$ cat src/rtl/cfg_loader_pkg.sv
package cfg_loader_pkg;
   localparam int HDR_BYTES   = 16;
   localparam int FIELD_BYTES = 4;
   localparam int NUM_FIELDS  = 3;   // length, version, date
   localparam int PAD_BYTES   = 5;

   typedef enum logic [3:0] {
      ST_IDLE,
      ST_RST,
      ST_SETTLE_A,
      ST_SETTLE_B,
      ST_CHECK,
      ST_HDR,
      ST_PAY,
      ST_PAD,
      ST_SAMPLE,
      ST_SETTLE_C
   } ld_state_e;
endpackage

$ cat src/rtl/cfg_settle_timer.sv
module cfg_settle_timer #(
   parameter int CW = 8
) (
   input  logic          clk,
   input  logic          rst_n,
   input  logic          load_i,
   input  logic [CW-1:0] count_i,   // number of cycles to wait, >= 1
   output logic          zero_o
);
   logic [CW-1:0] cnt_q;

   always_ff @(posedge clk or negedge rst_n) begin
      if (!rst_n)           cnt_q <= '0;
      else if (load_i)      cnt_q <= count_i - 1'b1;
      else if (cnt_q != '0) cnt_q <= cnt_q - 1'b1;
   end

   assign zero_o = (cnt_q == '0);


   timer_load_chk: assert property (@(posedge clk) disable iff (!rst_n)
      (load_i && count_i > 1) |=> !zero_o);
endmodule

$ cat src/rtl/cfg_hdr_capture.sv
module cfg_hdr_capture
   import cfg_loader_pkg::*;
#(
   parameter int FW = 32
) (
   input  logic          clk,
   input  logic          rst_n,
   input  logic          vld_i,
   input  logic [3:0]    idx_i,
   input  logic [7:0]    byte_i,
   output logic [FW-1:0] len_o,
   output logic [FW-1:0] ver_o,
   output logic [FW-1:0] date_o
);
   logic [FW-1:0] fld_q [NUM_FIELDS];

   initial begin
      if (FW != 8*FIELD_BYTES) $error("field width must be four bytes");
   end

   // Each field collects four bytes, lowest address in the top byte.
   for (genvar f = 0; f < NUM_FIELDS; f++) begin : g_field
      always_ff @(posedge clk or negedge rst_n) begin
         if (!rst_n)
            fld_q[f] <= '0;
         else if (vld_i && idx_i[3:2] == f[1:0])
            fld_q[f][8*(3-int'(idx_i[1:0])) +: 8] <= byte_i;
      end
   end

   assign len_o  = fld_q[0];
   assign ver_o  = fld_q[1];
   assign date_o = fld_q[2];
endmodule

$ cat src/rtl/cfg_port_driver.sv
module cfg_port_driver (
   input  logic       clk,
   input  logic       rst_n,
   input  logic       wr_i,
   input  logic [7:0] data_i,
   output logic       wr_o,
   output logic [7:0] data_o
);
   always_ff @(posedge clk or negedge rst_n) begin
      if (!rst_n) begin
         wr_o   <= 1'b0;
         data_o <= 8'h00;
      end else begin
         wr_o <= wr_i;
         if (wr_i) data_o <= data_i;
      end
   end


   port_data_hold_chk: assert property (@(posedge clk) disable iff (!rst_n)
      !wr_i |=> $stable(data_o));
endmodule

$ cat src/rtl/cfg_image_loader.sv
module cfg_image_loader
   import cfg_loader_pkg::*;
#(
   parameter int AW            = 16,
   parameter int LEN_W         = 32,
   parameter int RST_CYCLES    = 8,
   parameter int SETTLE_CYCLES = 64,
   parameter int ERR_BIT       = 5,
   parameter logic [7:0] IRQ_ON = 8'h43
) (
   input  logic             clk,
   input  logic             rst_n,
   input  logic             start_i,
   input  logic [LEN_W-1:0] img_len_i,
   output logic             src_req_o,
   output logic [AW-1:0]    src_addr_o,
   input  logic             src_ack_i,
   input  logic [7:0]       src_data_i,
   output logic             tgt_rst_o,
   output logic             cfg_wr_o,
   output logic [7:0]       cfg_data_o,
   input  logic [7:0]       irq_stat_i,
   output logic [7:0]       irq_en_o,
   output logic             busy_o,
   output logic             done_o,
   output logic             err_o,
   output logic [31:0]      ver_o,
   output logic [31:0]      date_o
);
   localparam int TMAX = (RST_CYCLES > SETTLE_CYCLES) ? RST_CYCLES : SETTLE_CYCLES;
   localparam int CW   = $clog2(TMAX + 1);
   localparam int PCW  = $clog2(PAD_BYTES);

   if (RST_CYCLES < 1)    begin : g_bad_rst    $error("RST_CYCLES must be at least 1");    end
   if (SETTLE_CYCLES < 1) begin : g_bad_settle $error("SETTLE_CYCLES must be at least 1"); end
   if (AW < 5)            begin : g_bad_aw     $error("AW must cover the header");         end
   if (ERR_BIT > 7)       begin : g_bad_bit    $error("ERR_BIT must index a status byte"); end

   ld_state_e       st_q;
   logic [31:0]     pay_cnt_q;
   logic [PCW-1:0]  pad_cnt_q;
   logic [AW-1:0]   addr_q;
   logic            tmr_load, tmr_zero;
   logic [CW-1:0]   tmr_count;
   logic            wr_req;
   logic [7:0]      wr_byte;
   logic            hdr_vld;
   logic [31:0]     pay_len;
   logic            pay_left;

   assign pay_left   = (pay_cnt_q != pay_len);
   assign src_addr_o = addr_q;
   assign src_req_o  = (st_q == ST_HDR) || (st_q == ST_PAY && pay_left);
   assign hdr_vld    = (st_q == ST_HDR) && src_ack_i;
   assign tmr_count  = (st_q == ST_IDLE) ? CW'(RST_CYCLES) : CW'(SETTLE_CYCLES);

   always_comb begin
      tmr_load = 1'b0;
      wr_req   = 1'b0;
      wr_byte  = 8'h00;
      unique case (st_q)
         ST_IDLE:     tmr_load = start_i;
         ST_RST:      tmr_load = tmr_zero;
         ST_SETTLE_A: begin
            tmr_load = tmr_zero;
            wr_req   = tmr_zero;        // leading zero byte
         end
         ST_PAY: begin
            wr_req  = pay_left && src_ack_i;
            wr_byte = src_data_i;
         end
         ST_PAD:      wr_req   = 1'b1;
         ST_SAMPLE:   tmr_load = !irq_stat_i[ERR_BIT];
         default:     ;
      endcase
   end

   always_ff @(posedge clk or negedge rst_n) begin
      if (!rst_n) begin
         st_q      <= ST_IDLE;
         pay_cnt_q <= '0;
         pad_cnt_q <= '0;
         addr_q    <= '0;
         tgt_rst_o <= 1'b0;
         irq_en_o  <= 8'h00;
         busy_o    <= 1'b0;
         done_o    <= 1'b0;
         err_o     <= 1'b0;
      end else begin
         unique case (st_q)
            ST_IDLE: if (start_i) begin
               st_q      <= ST_RST;
               tgt_rst_o <= 1'b1;
               busy_o    <= 1'b1;
               done_o    <= 1'b0;
               err_o     <= 1'b0;
               irq_en_o  <= 8'h00;
            end
            ST_RST: if (tmr_zero) begin
               tgt_rst_o <= 1'b0;
               st_q      <= ST_SETTLE_A;
            end
            ST_SETTLE_A: if (tmr_zero) st_q <= ST_SETTLE_B;
            ST_SETTLE_B: if (tmr_zero) st_q <= ST_CHECK;
            ST_CHECK: begin
               addr_q    <= '0;
               pay_cnt_q <= '0;
               pad_cnt_q <= '0;
               if (img_len_i < LEN_W'(HDR_BYTES)) begin
                  err_o  <= 1'b1;
                  busy_o <= 1'b0;
                  st_q   <= ST_IDLE;
               end else begin
                  st_q <= ST_HDR;
               end
            end
            ST_HDR: if (src_ack_i) begin
               addr_q <= addr_q + 1'b1;
               if (addr_q == AW'(HDR_BYTES - 1)) st_q <= ST_PAY;
            end
            ST_PAY: begin
               if (!pay_left)
                  st_q <= ST_PAD;
               else if (src_ack_i) begin
                  addr_q    <= addr_q + 1'b1;
                  pay_cnt_q <= pay_cnt_q + 1'b1;
               end
            end
            ST_PAD: begin
               pad_cnt_q <= pad_cnt_q + 1'b1;
               if (pad_cnt_q == PCW'(PAD_BYTES - 1)) st_q <= ST_SAMPLE;
            end
            ST_SAMPLE: begin
               if (irq_stat_i[ERR_BIT]) begin
                  err_o  <= 1'b1;
                  busy_o <= 1'b0;
                  st_q   <= ST_IDLE;
               end else begin
                  st_q <= ST_SETTLE_C;
               end
            end
            ST_SETTLE_C: if (tmr_zero) begin
               done_o   <= 1'b1;
               busy_o   <= 1'b0;
               irq_en_o <= IRQ_ON;
               st_q     <= ST_IDLE;
            end
            default: st_q <= ST_IDLE;
         endcase
      end
   end

   cfg_settle_timer #(.CW(CW)) u_timer (
      .clk     (clk),
      .rst_n   (rst_n),
      .load_i  (tmr_load),
      .count_i (tmr_count),
      .zero_o  (tmr_zero)
   );

   cfg_hdr_capture #(.FW(32)) u_hdr (
      .clk    (clk),
      .rst_n  (rst_n),
      .vld_i  (hdr_vld),
      .idx_i  (addr_q[3:0]),
      .byte_i (src_data_i),
      .len_o  (pay_len),
      .ver_o  (ver_o),
      .date_o (date_o)
   );

   cfg_port_driver u_port (
      .clk    (clk),
      .rst_n  (rst_n),
      .wr_i   (wr_req),
      .data_i (wr_byte),
      .wr_o   (cfg_wr_o),
      .data_o (cfg_data_o)
   );


   irq_quiet_chk: assert property (@(posedge clk) disable iff (!rst_n)
      busy_o |-> (irq_en_o == 8'h00));


   one_outcome_chk: assert property (@(posedge clk) disable iff (!rst_n)
      !(done_o && err_o));


   rst_in_load_chk: assert property (@(posedge clk) disable iff (!rst_n)
      tgt_rst_o |-> busy_o);


   fail_quiet_chk: assert property (@(posedge clk) disable iff (!rst_n)
      $rose(err_o) |-> (irq_en_o == 8'h00 && !busy_o));


   req_in_load_chk: assert property (@(posedge clk) disable iff (!rst_n)
      src_req_o |-> (busy_o && !tgt_rst_o));
endmodule

$ cat config.mk
export PLATFORM = sky130hd
export DESIGN_NAME = cfg_image_loader
export DESIGN_NICKNAME = d
export VERILOG_FILES = /design/src/rtl/cfg_loader_pkg.sv /design/src/rtl/cfg_settle_timer.sv /design/src/rtl/cfg_hdr_capture.sv /design/src/rtl/cfg_port_driver.sv /design/src/rtl/cfg_image_loader.sv
export SDC_FILE = /design/constraint.sdc
export NUM_CORES = 1
export LEC_CHECK = 0
export BUFFER_PORTS_ARGS = -buffer_cell sky130_fd_sc_hd__buf_2
export CORE_UTILIZATION = 40
export CTS_CLUSTER_DIAMETER = 100
export DETAILED_ROUTE_END_ITERATION = 10
export PLACE_DENSITY = 0.62
export SLEW_MARGIN = 15
export SYNTH_ARGS = -nofsm -noshare
export SYNTH_HDL_FRONTEND = slang
export SYNTH_SLANG_ARGS = --single-unit
$ cat constraint.sdc
create_clock -name clk -period 4.25 [get_ports clk]
set_input_delay 0.2125 -clock clk [delete_from_list [all_inputs] [get_ports clk]]
set_output_delay 0.2125 -clock clk [all_outputs]
set_load 0.05 [all_outputs]
==> flow_metrics.env, run 1 <==
export IMPL_status="complete, no violations"
export IMPL_ir_worst_vdd_v=0.000529
export IMPL_cp_end_kind="flop"
export IMPL_path_cells="xnor2_1, nand4_1, nor4_4, buf_4, a21o_1, o31ai_4, mux2i_1"
export IMPL_cpPeakStageDelay_ns=0.79
export IMPL_setup_viol=0
export IMPL_drtIter0Drc=529
export IMPL_crit_path_top_delay_cell="a21o_1"
export IMPL_tightest_slew_ns=1.00
export IMPL_reg2reg_depth=7
export IMPL_die_w_um=147
export IMPL_synth_area_mm2=0.00837
export IMPL_fin_crit_sh_pct=72.3
export IMPL_antenna_found_initial=0
export IMPL_fin_tns_setup_ns=0
export IMPL_slew_headroom_pct=32.7
export IMPL_final_util_pct=48.5
export IMPL_grt_pass1_wl_um=35700
export IMPL_ys_types=66
export IMPL_holdPathStages=3
export IMPL_whs_ns=0.102
export IMPL_yosysWarnings=0
export IMPL_nFillCells=1954
export IMPL_pin_count=154
export IMPL_drv_cap=0
export IMPL_area_growth_pct=18.0
export IMPL_cp_max_fo=29
export IMPL_async_reset_ff_share_pct=100
export IMPL_r2r_end="u_port.data_o[1]"
export IMPL_clkLatencyLatePin_ns=0.43
export IMPL_cts_buffers=17
export IMPL_fmax_mhz=326
export IMPL_grt_use_total_pct=21.1
export IMPL_cts_setup_buffers=0
export IMPL_startpoint_type="flop"
export IMPL_power_density_mw_per_mm2=609
export IMPL_ys_seq_area_share_pct=51.1
export IMPL_rsz0062_at_grt="false"
export IMPL_synth_seq_cells=171
export IMPL_root_buffer="clkbuf_16"
export IMPL_syn_area_per_cell_um2=9.37
export IMPL_grt_overflow=0
export IMPL_dr_pass1_iters=5
export IMPL_cp_arrival_ns=3.35
export IMPL_dp_hpwl_um=15600
export IMPL_synth_cells=893
export IMPL_routed_wl_um=22200
export IMPL_via_per_inst=5.43
export IMPL_die_area_mm2=0.0215
export IMPL_min_from="src_data_i[2]"
export IMPL_wire_per_inst_um=17.1
export IMPL_antenna_diode_count=0
export IMPL_cts_num_sinks=171
export IMPL_numPortBuffers=137
export IMPL_grt_pass1_vias=6634
export IMPL_multi_input_area_mm2=0.00379
export IMPL_ctsResizeCount=0
export IMPL_drive_above_1_share_pct=19.5
export IMPL_hold_end="u_port.data_o[2]"
export IMPL_synthFlopType="dfrtp_1"
export IMPL_fin_worst_skew_ns=0.0159
export IMPL_detail_route_antenna_nets=0
export IMPL_r2r_start="pay_cnt_q[3]"
export IMPL_r2r_slack_ns=1.18
export IMPL_start_util_pct=41.1
export IMPL_vias=7042
export IMPL_cts_tree="yes"
export IMPL_grt_max_degree=93
export IMPL_rows=52
export IMPL_nets=1074
export IMPL_clockBufferDepth=2
export IMPL_path_clk_slew_ns=0.08
export IMPL_die_h_um=147
export IMPL_synth_edff_count=0
export IMPL_regArea_mm2=0.00428
export IMPL_required_ns=4.53
export IMPL_holdBufCountCts=1
export IMPL_globalplace_congestion=0.836
export IMPL_path_delay_family="compound AO/OA/AOI/OAI gates"
export IMPL_crit_buf_inv=1
export IMPL_fin_crit_ns=3.07
export IMPL_critPathKind="reg2reg"
export IMPL_p_leak_nw=4.48
export IMPL_core_mm2=0.0204
export IMPL_htreeDepth=4
export IMPL_hold_path_class="in2reg"
export IMPL_report_final_slew_viol_count=0
export IMPL_final_hold_viol_count=0
export IMPL_drc=0
## cells by family after synthesis
family          Yosys count  synth area share (%)
flops                   171                  51.1
compound gates          210                  15.1
mux                      16                  1.91
fa+ha+maj                 8                  1.20
xor+xnor                 48                  5.11
other cells               1                0.0448
buf+inv                  70                  3.87
simple gates            369                  21.6
## layer usage
metal	global-route usage [%]	routed length [um]	up-vias	share of wire, %
li1	-	-	3381	-
met1	30.1	10300	3398	46
met2	32.6	10300	236	46
met3	4.03	1280	27	5.8
met4	6.09	326	0	1.5
met5	0	0	-	0
## flip-flops by register name (all words and copies together), names as in the netlist, 4 cells and up
| register | cells |
|---|---|
| u_hdr.date_o | 32 |
| u_timer.cnt_q | 7 |
| u_hdr.len_o | 32 |
| pay_cnt_q | 32 |
| u_port.data_o | 8 |
| src_addr_o | 16 |
| u_hdr.ver_o | 32 |
| st_q | 4 |
## through the flow
step	power, mW	setup WS (ns)	std cells	instance area, um^2
after floorplan	3.79	1.74	897	8390
after global placement	4.38	1.24	1264	9270
after detailed placement	4.42	1.21	1264	9270
after CTS	6.04	1.22	1296	9880
after global routing	6.35	1.00	1296	9880
final	6.01	1.18	1296	9880
## synthesized netlist by cell type, types with 3 or more instances
cell type,instances,area (um^2)
clkbuf_1,29,109
nor3_1,10,50.1
xnor2_1,46,403
buf_1,3,11.3
nand2_1,199,747
mux2i_1,16,160
nor4_1,13,81.3
nor4_4,4,85.1
nand3_1,27,135
inv_1,17,63.8
and4_1,3,26.3
nand2b_1,7,43.8
and2_1,4,25.0
ha_1,8,100
o31ai_1,10,75.1
dfrtp_1,171,4280
buf_4,10,75.1
a22o_1,5,43.8
a2111oi_0,3,26.3
or3_1,9,56.3
nor2_1,34,128
a21oi_1,22,110
or4_1,7,52.6
o21ai_0,125,626
a211oi_1,6,45.0
nor2b_1,4,25.0
a31oi_1,7,43.8
o211ai_1,6,45.0
and3_1,11,68.8
a32o_1,3,30.0
nand4_1,23,144
buf_2,8,40.0
## power by group
group	total (mW)	leakage (nW)	internal, mW	switching [mW]
Sequential	2.17	2.34	1.87	0.297
Combinational	2.23	1.85	0.675	1.55
Clock	1.61	0.293	0.902	0.711
Total	6.01	4.48	3.45	2.56
## final cells by class
class                      count  share of cell area (%)
clock buffer                  19                    4.48
clock inverter                12                    1.57
inverter                      18                   0.709
multi-input combinational    656                    38.4
sequential                   171                    43.3
tap                          270                    3.42
timing repair buffer         150                    8.14
## worst max path at each step
stage / from / end / slack (ns) / depth (start not counted)
after floorplan: u_timer.cnt_q[3] / u_timer.cnt_q[4] / 1.74 / 9
after global placement: pay_cnt_q[3] / u_port.data_o[0] / 1.24 / 7
after detailed placement: pay_cnt_q[3] / u_port.data_o[5] / 1.21 / 7
after CTS: pay_cnt_q[3] / u_port.data_o[1] / 1.22 / 7
after global routing: pay_cnt_q[3] / u_port.data_o[6] / 1.00 / 7
final: pay_cnt_q[3] / u_port.data_o[1] / 1.18 / 7
## cell usage in the layout, fill, tap and decap left out, types with 3 or more instances in the layout
| cell | n |
|---|---|
| conb_1 | 5 |
| dfrtp_1 | 171 |
| mux2i_1 | 16 |
| nor3_1 | 9 |
| a22o_1 | 5 |
| a211oi_1 | 6 |
| or4_1 | 7 |
| nand4_1 | 23 |
| nor4_1 | 13 |
| clkbuf_16 | 17 |
| and4_1 | 3 |
| o21ai_0 | 125 |
| inv_8 | 5 |
| buf_4 | 11 |
| xnor2_1 | 46 |
| nor4_4 | 4 |
| or3_1 | 9 |
| a32o_1 | 3 |
| o211ai_1 | 6 |
| nor2_1 | 34 |
| nand2_1 | 199 |
| nor2b_1 | 4 |
| and3_1 | 11 |
| nand3_1 | 27 |
| a21oi_1 | 22 |
| a2111oi_0 | 3 |
| nand2b_1 | 7 |
| o31ai_1 | 10 |
| a31oi_1 | 7 |
| and2_1 | 4 |
| buf_2 | 136 |
| inv_1 | 17 |
| ha_1 | 8 |
## tightest hold or removal path, cell delays in order
cell	delay, ns
buf_2	0.15
nand2_1	0.07
mux2i_1	0.06
Note: power is estimated with default switching activity, not from simulation.
==> run 2, diff against run 1 <==
- clock period: 4.25 -> 3.2 ns (I/O delays scaled with it)
==> flow_metrics.env, run 2 (synthesis gave the netlist of run 1 again) <==
export IMPL_detail_route_antenna_nets=0
export IMPL_root_buffer="clkbuf_16"
export IMPL_rows=52
export IMPL_pin_count=154
export IMPL_slew_headroom_pct=39.7
export IMPL_p_leak_nw=4.54
export IMPL_drive_above_1_share_pct=20.6
export IMPL_cts_num_sinks=171
export IMPL_path_cells="xnor2_1, nand4_1, nor4_4, a21o_1, o31ai_4, mux2i_1"
export IMPL_grt_overflow=0
export IMPL_cp_arrival_ns=3.01
export IMPL_dp_hpwl_um=15900
export IMPL_cts_buffers=17
export IMPL_antenna_found_initial=0
export IMPL_final_hold_viol_count=0
export IMPL_grt_pass1_wl_um=36600
export IMPL_drv_cap=0
export IMPL_globalplace_congestion=0.826
export IMPL_wl_met2_um=10500
export IMPL_top_layer="met4"
export IMPL_numPortBuffers=137
export IMPL_clkLatencyLatePin_ns=0.43
export IMPL_via_per_inst=5.37
export IMPL_fin_worst_skew_ns=0.0159
export IMPL_grt_max_degree=74
export IMPL_drc=0
export IMPL_area_growth_pct=19.1
export IMPL_multi_input_area_mm2=0.00379
export IMPL_die_area_mm2=0.0215
export IMPL_die_h_um=147
export IMPL_cts_setup_buffers=0
export IMPL_wl_met3_um=1280
export IMPL_nets=1086
export IMPL_cp_end_kind="flop"
export IMPL_dr_pass1_iters=5
export IMPL_htreeDepth=4
export IMPL_crit_buf_inv=0
export IMPL_cpPeakStageDelay_ns=0.75
export IMPL_die_w_um=147
export IMPL_drtIter0Drc=414
export IMPL_nFillCells=1925
export IMPL_rsz0062_at_grt="false"
export IMPL_routed_wl_um=22500
export IMPL_hold_path_class="in2reg"
export IMPL_whs_ns=0.0574
export IMPL_power_density_mw_per_mm2=804
export IMPL_final_common_cell="nand2_1"
export IMPL_antenna_diode_count=0
export IMPL_clockBufferDepth=2
export IMPL_fin_tns_setup_ns=0
export IMPL_path_clk_slew_ns=0.08
export IMPL_start_util_pct=41.1
export IMPL_crit_path_top_delay_cell="a21o_1"
export IMPL_tightest_slew_ns=0.905
export IMPL_status="complete, no violations"
export IMPL_p_total_mw=8.02
export IMPL_setup_viol=0
export IMPL_wl_met1_um=10400
export IMPL_cp_max_fo=29
export IMPL_grt_pass1_vias=6654
export IMPL_path_delay_family="compound AO/OA/AOI/OAI gates"
export IMPL_ir_worst_vdd_v=0.000461
export IMPL_ctsResizeCount=0
export IMPL_core_mm2=0.0204
export IMPL_vias=7023
export IMPL_required_ns=3.49
export IMPL_grt_use_total_pct=21.7
export IMPL_most_common_layout_cells="199 x nand2_1, 171 x dfrtp_1, 136 x buf_2, 125 x o21ai_0, 46 x xnor2_1"
export IMPL_report_final_slew_viol_count=0
export IMPL_fin_crit_sh_pct=85.1
export IMPL_regArea_mm2=0.00428
export IMPL_wire_per_inst_um=17.2
export IMPL_fmax_mhz=367
export IMPL_fin_crit_ns=2.72
export IMPL_cts_tree="yes"
export IMPL_critPathKind="reg2reg"
export IMPL_startpoint_type="flop"
==> run 2: worst paths after layout <==
path | startpoint | end | slack, ns | cells after the start
worst max register to register | pay_cnt_q[3] | u_port.data_o[2] | 0.48 | 6
worst min register to register | u_hdr.date_o[9] | u_hdr.date_o[9] | 0.47 | 2
worst max-delay path | pay_cnt_q[3] | u_port.data_o[2] | 0.48 | 6
max in group asynchronous | rst_n | u_timer.cnt_q[5] | 1.91 | 3
worst min-delay path | src_data_i[0] | u_port.data_o[0] | 0.06 | 3
min in group asynchronous | rst_n | u_hdr.ver_o[1] | 0.32 | 2
==> run 2: worst min-delay path, cell delays in order <==
cell and delay, ns:
buf_2 0.16, nand2_1 0.07, mux2i_1 0.06
==> run 2: area by class of cell <==
class / count / share of cell area (%)
Sequential cell: 171 / 42.9
Multi-Input combinational cell: 656 / 38.0
Timing Repair Buffer: 162 / 8.97
Clock buffer: 17 / 4.27
Tap cell: 270 / 3.39
Clock inverter: 15 / 1.78
Inverter: 18 / 0.703
==> run 2: through the flow <==
stage          setup WS, ns  instances  area, um^2  util (%)
3_3_place_gp          0.578       1276        9360      46.0
2_1_floorplan         0.689        897        8390         -
5_1_grt               0.289       1309        9970      49.0
3_5_place_dp          0.493       1276        9360      46.0
4_1_cts               0.479       1309        9970      49.0
6_report              0.478       1309        9970      49.0
==> run 2: layer usage <==
layer	track usage [%]	up-vias
met3	4.25	21
met5	0	-
li1	-	3406
met2	34.1	224
met1	30.8	3372
met4	5.47	0
==> run 2: what timing repair did <==
| item | 4_1_cts | 5_1_grt |
|---|---|---|
| hold buffers | 1 | 0 |
| endpoints found under the setup margin | 0 | 0 |
| endpoints found under the hold margin | 71 | 0 |
==> run 2: power by group <==
group          internal [mW]  switching (mW)
sequential              2.49           0.376
combinational          0.942            2.10
clock                   1.12           0.997
total                   4.55            3.47
==> run 3, diff against run 2 <==
- ABC_AREA: not set -> 1
- PLACE_DENSITY: 0.62 -> 0.61
==> flow_metrics.env, run 3 <==
export IMPL_synth_cells=1338
export IMPL_root_buffer="clkbuf_16"
export IMPL_p_switching_mw=2.40
export IMPL_grt_pass1_wl_um=44300
export IMPL_routed_wl_um=26900
export IMPL_ys_seq_area_share_pct=44.7
export IMPL_cp_arrival_ns=2.91
export IMPL_status="complete, no violations"
export IMPL_grt_overflow=0
export IMPL_synth_commonest_cells="480 x nand2_1, 176 x nor2_1, 171 x dfrtp_1"
export IMPL_pwr_share_comb_pct=26.0
export IMPL_dp_hpwl_um=19600
export IMPL_via_per_inst=5.01
export IMPL_area_growth_pct=16.1
export IMPL_drv_cap=0
export IMPL_path_clk_slew_ns=0.08
export IMPL_slew_headroom_pct=45.8
export IMPL_grt_max_degree=88
export IMPL_fmax_mhz=391
export IMPL_drtIter0Drc=649
export IMPL_r2r_end="u_hdr.len_o[17]"
export IMPL_cts_buffers=17
export IMPL_grt_use_total_pct=23.2
export IMPL_htreeDepth=4
export IMPL_synth_area_mm2=0.00956
export IMPL_clockBufferDepth=2
export IMPL_reg2reg_depth=6
export IMPL_wire_per_inst_um=15.0
export IMPL_min_from="src_ack_i"
export IMPL_tightest_slew_ns=0.809
export IMPL_drc=0
export IMPL_synthTopCellsByArea="dfrtp_1 45%, nand2_1 19%, nor2_1 6.9%"
export IMPL_required_ns=3.55
export IMPL_fin_area_mm2=0.0111
export IMPL_worst_slack_ns=0.642
export IMPL_ir_worst_vdd_v=0.000340
export IMPL_ys_types=36
export IMPL_r2r_start="src_addr_o[0]"
export IMPL_final_common_cell="nand2_1"
export IMPL_cp_max_fo=11
export IMPL_power_density_mw_per_mm2=569
export IMPL_power_frac_clock_pct=33.7
export IMPL_synth_edff_count=0
export IMPL_hold_path_class="in2reg"
export IMPL_die_w_um=157
export IMPL_ctsResizeCount=0
export IMPL_cts_num_sinks=171
export IMPL_pin_count=154
export IMPL_core_mm2=0.0235
export IMPL_detail_route_antenna_nets=0
export IMPL_cpMostUsedCell="nand2_1"
export IMPL_path_cells="clkinv_1, ha_1, nand2_1, nor3_1, nand2_1, o21ai_0"
export IMPL_yosysWarnings=0
export IMPL_synth_area_leader_cell="dfrtp_1"
export IMPL_clkLatencyLatePin_ns=0.44
export IMPL_crit_path_top_delay_cell="ha_1"
export IMPL_drive_above_1_share_pct=14.0
export IMPL_critPathKind="reg2reg"
export IMPL_setup_viol=0
export IMPL_grt_pass1_vias=8388
export IMPL_synthDominantCellAreaShare_pct=44.7
export IMPL_yosysMostFrequentCell="nand2_1"
export IMPL_power_internal_mw=3.92
export IMPL_vias=8950
export IMPL_synthFlopType="dfrtp_1"
export IMPL_power_share_switching_pct=38.0
export IMPL_fin_crit_ns=2.56
export IMPL_startpoint_type="flop"
export IMPL_die_area_mm2=0.0245
export IMPL_die_h_um=157
export IMPL_fin_worst_skew_ns=0.0145
export IMPL_start_util_pct=40.7
export IMPL_nets=1515
export IMPL_numPortBuffers=137
export IMPL_cp_end_kind="flop"
export IMPL_antenna_found_initial=0
export IMPL_crit_path_start="src_addr_o[0]"
export IMPL_globalplace_congestion=0.964
export IMPL_final_hold_viol_count=0
export IMPL_cts_tree="yes"
export IMPL_antenna_diode_count=0
export IMPL_fin_tns_setup_ns=0
export IMPL_async_reset_ff_share_pct=100
export IMPL_p_leak_nw=5.77
export IMPL_hold_end="pay_cnt_q[1]"
export IMPL_syn_area_per_cell_um2=7.15
export IMPL_place_area_mm2=0.0105
export IMPL_holdPathStages=3
export IMPL_rsz0062_at_grt="false"
export IMPL_pre_cts_slack_ns=0.727
export IMPL_r2r_slack_ns=0.64
export IMPL_fin_crit_sh_pct=79.9
export IMPL_most_common_layout_cells="480 x nand2_1, 176 x nor2_1, 171 x dfrtp_1, 136 x buf_2, 97 x o21ai_0"
export IMPL_rows=56
export IMPL_sequentialPowerShare_pct=40.3
export IMPL_cpPeakStageDelay_ns=0.62
export IMPL_report_final_slew_viol_count=0
export IMPL_dr_pass1_iters=5
export IMPL_synth_seq_cells=171
==> run 3: changes by cell type in the layout (fill, tap and decap cells not counted), moves of 18 or more <==
| cell | change |
|---|---|
| a21oi_1 | -18 |
| inv_1 | +76 |
| nand2_1 | +281 |
| nand3_1 | +62 |
| nand4_1 | +20 |
| nor2_1 | +142 |
| o21ai_0 | -28 |
| o21ai_1 | +20 |
==> run 3: how the worst max path moves through the flow <==
stage	cells after the start	to	slack, ns
after floorplan	7	u_hdr.len_o[17]	0.76
after global placement	7	u_hdr.len_o[1]	0.78
after CTS	7	u_hdr.len_o[1]	0.70
final	6	u_hdr.len_o[17]	0.64
after global routing	6	u_hdr.len_o[17]	0.40
after detailed placement	7	u_hdr.len_o[1]	0.73
==> run 3: critical path, delay by kind of cell (launching register included) <==
kind | cells | cell delay [ns]
AND/OR/NAND/NOR | 3 | 0.88
adder cells (fa/ha/maj) | 1 | 0.62
flip-flops | 1 | 0.53
buffers and inverters | 1 | 0.35
AO/OA/AOI/OAI | 1 | 0.09
==> run 3: layout make-up <==
cell class              count  area, um^2
well taps                 319         399
flip-flops and latches    171        4280
clock inverters            15         173
multi-input cells        1018        4670
repair buffers            148         790
inverters                  99         372
clock buffers              17         425
fillers                  2434       12400
==> run 3: power by group through the flow <==
stage	logic, mW	registers, mW	clock network [mW]
2_1_floorplan	1.04	2.73	0
4_1_cts	1.65	2.55	2.18
6_report	1.64	2.55	2.13
3_3_place_gp	1.62	2.58	0
5_1_grt	1.86	2.57	2.27
3_5_place_dp	1.64	2.58	0
==> run 3: what timing repair did <==
item                      CTS  global route
hold buffers                1             0
hold endpoints to repair   84             0
setup buffers               0             0
==> run 3: cells by family (layout without fill, tap and decap cells) <==
kind of cell / after synthesis / after routing / share of synthesized area, %
buf+inv: 153 / 279 / 6.62
flops: 171 / 171 / 44.7
fa+ha+maj: 8 / 8 / 1.05
compound gates: 131 / 131 / 7.12
simple gates: 831 / 831 / 36.5
other cells: 1 / 5 / 0.0392
xor+xnor: 43 / 43 / 3.94
==> run 3: layer usage <==
metal / up-vias / part of all wire [%] / GRT usage [%]
met4: 0 / 1.5 / 6.44
met1: 4167 / 47 / 31.7
met2: 250 / 46 / 37.6
met3: 30 / 5.4 / 4.18
met5: - / 0 / 0
li1: 4503 / - / -
==> run 3: stage by stage <==
step | cells | hold WS [ns] | utilization (%) | power (mW)
final | 1787 | 0.0175 | 47.3 | 6.32
after global routing | 1787 | 0.0192 | 47.3 | 6.70
after CTS | 1787 | 0.00205 | 47.3 | 6.37
after detailed placement | 1754 | 0.292 | 44.7 | 4.22
after global placement | 1754 | 0.297 | 44.7 | 4.20
after floorplan | 1342 | -0.136 | - | 3.77
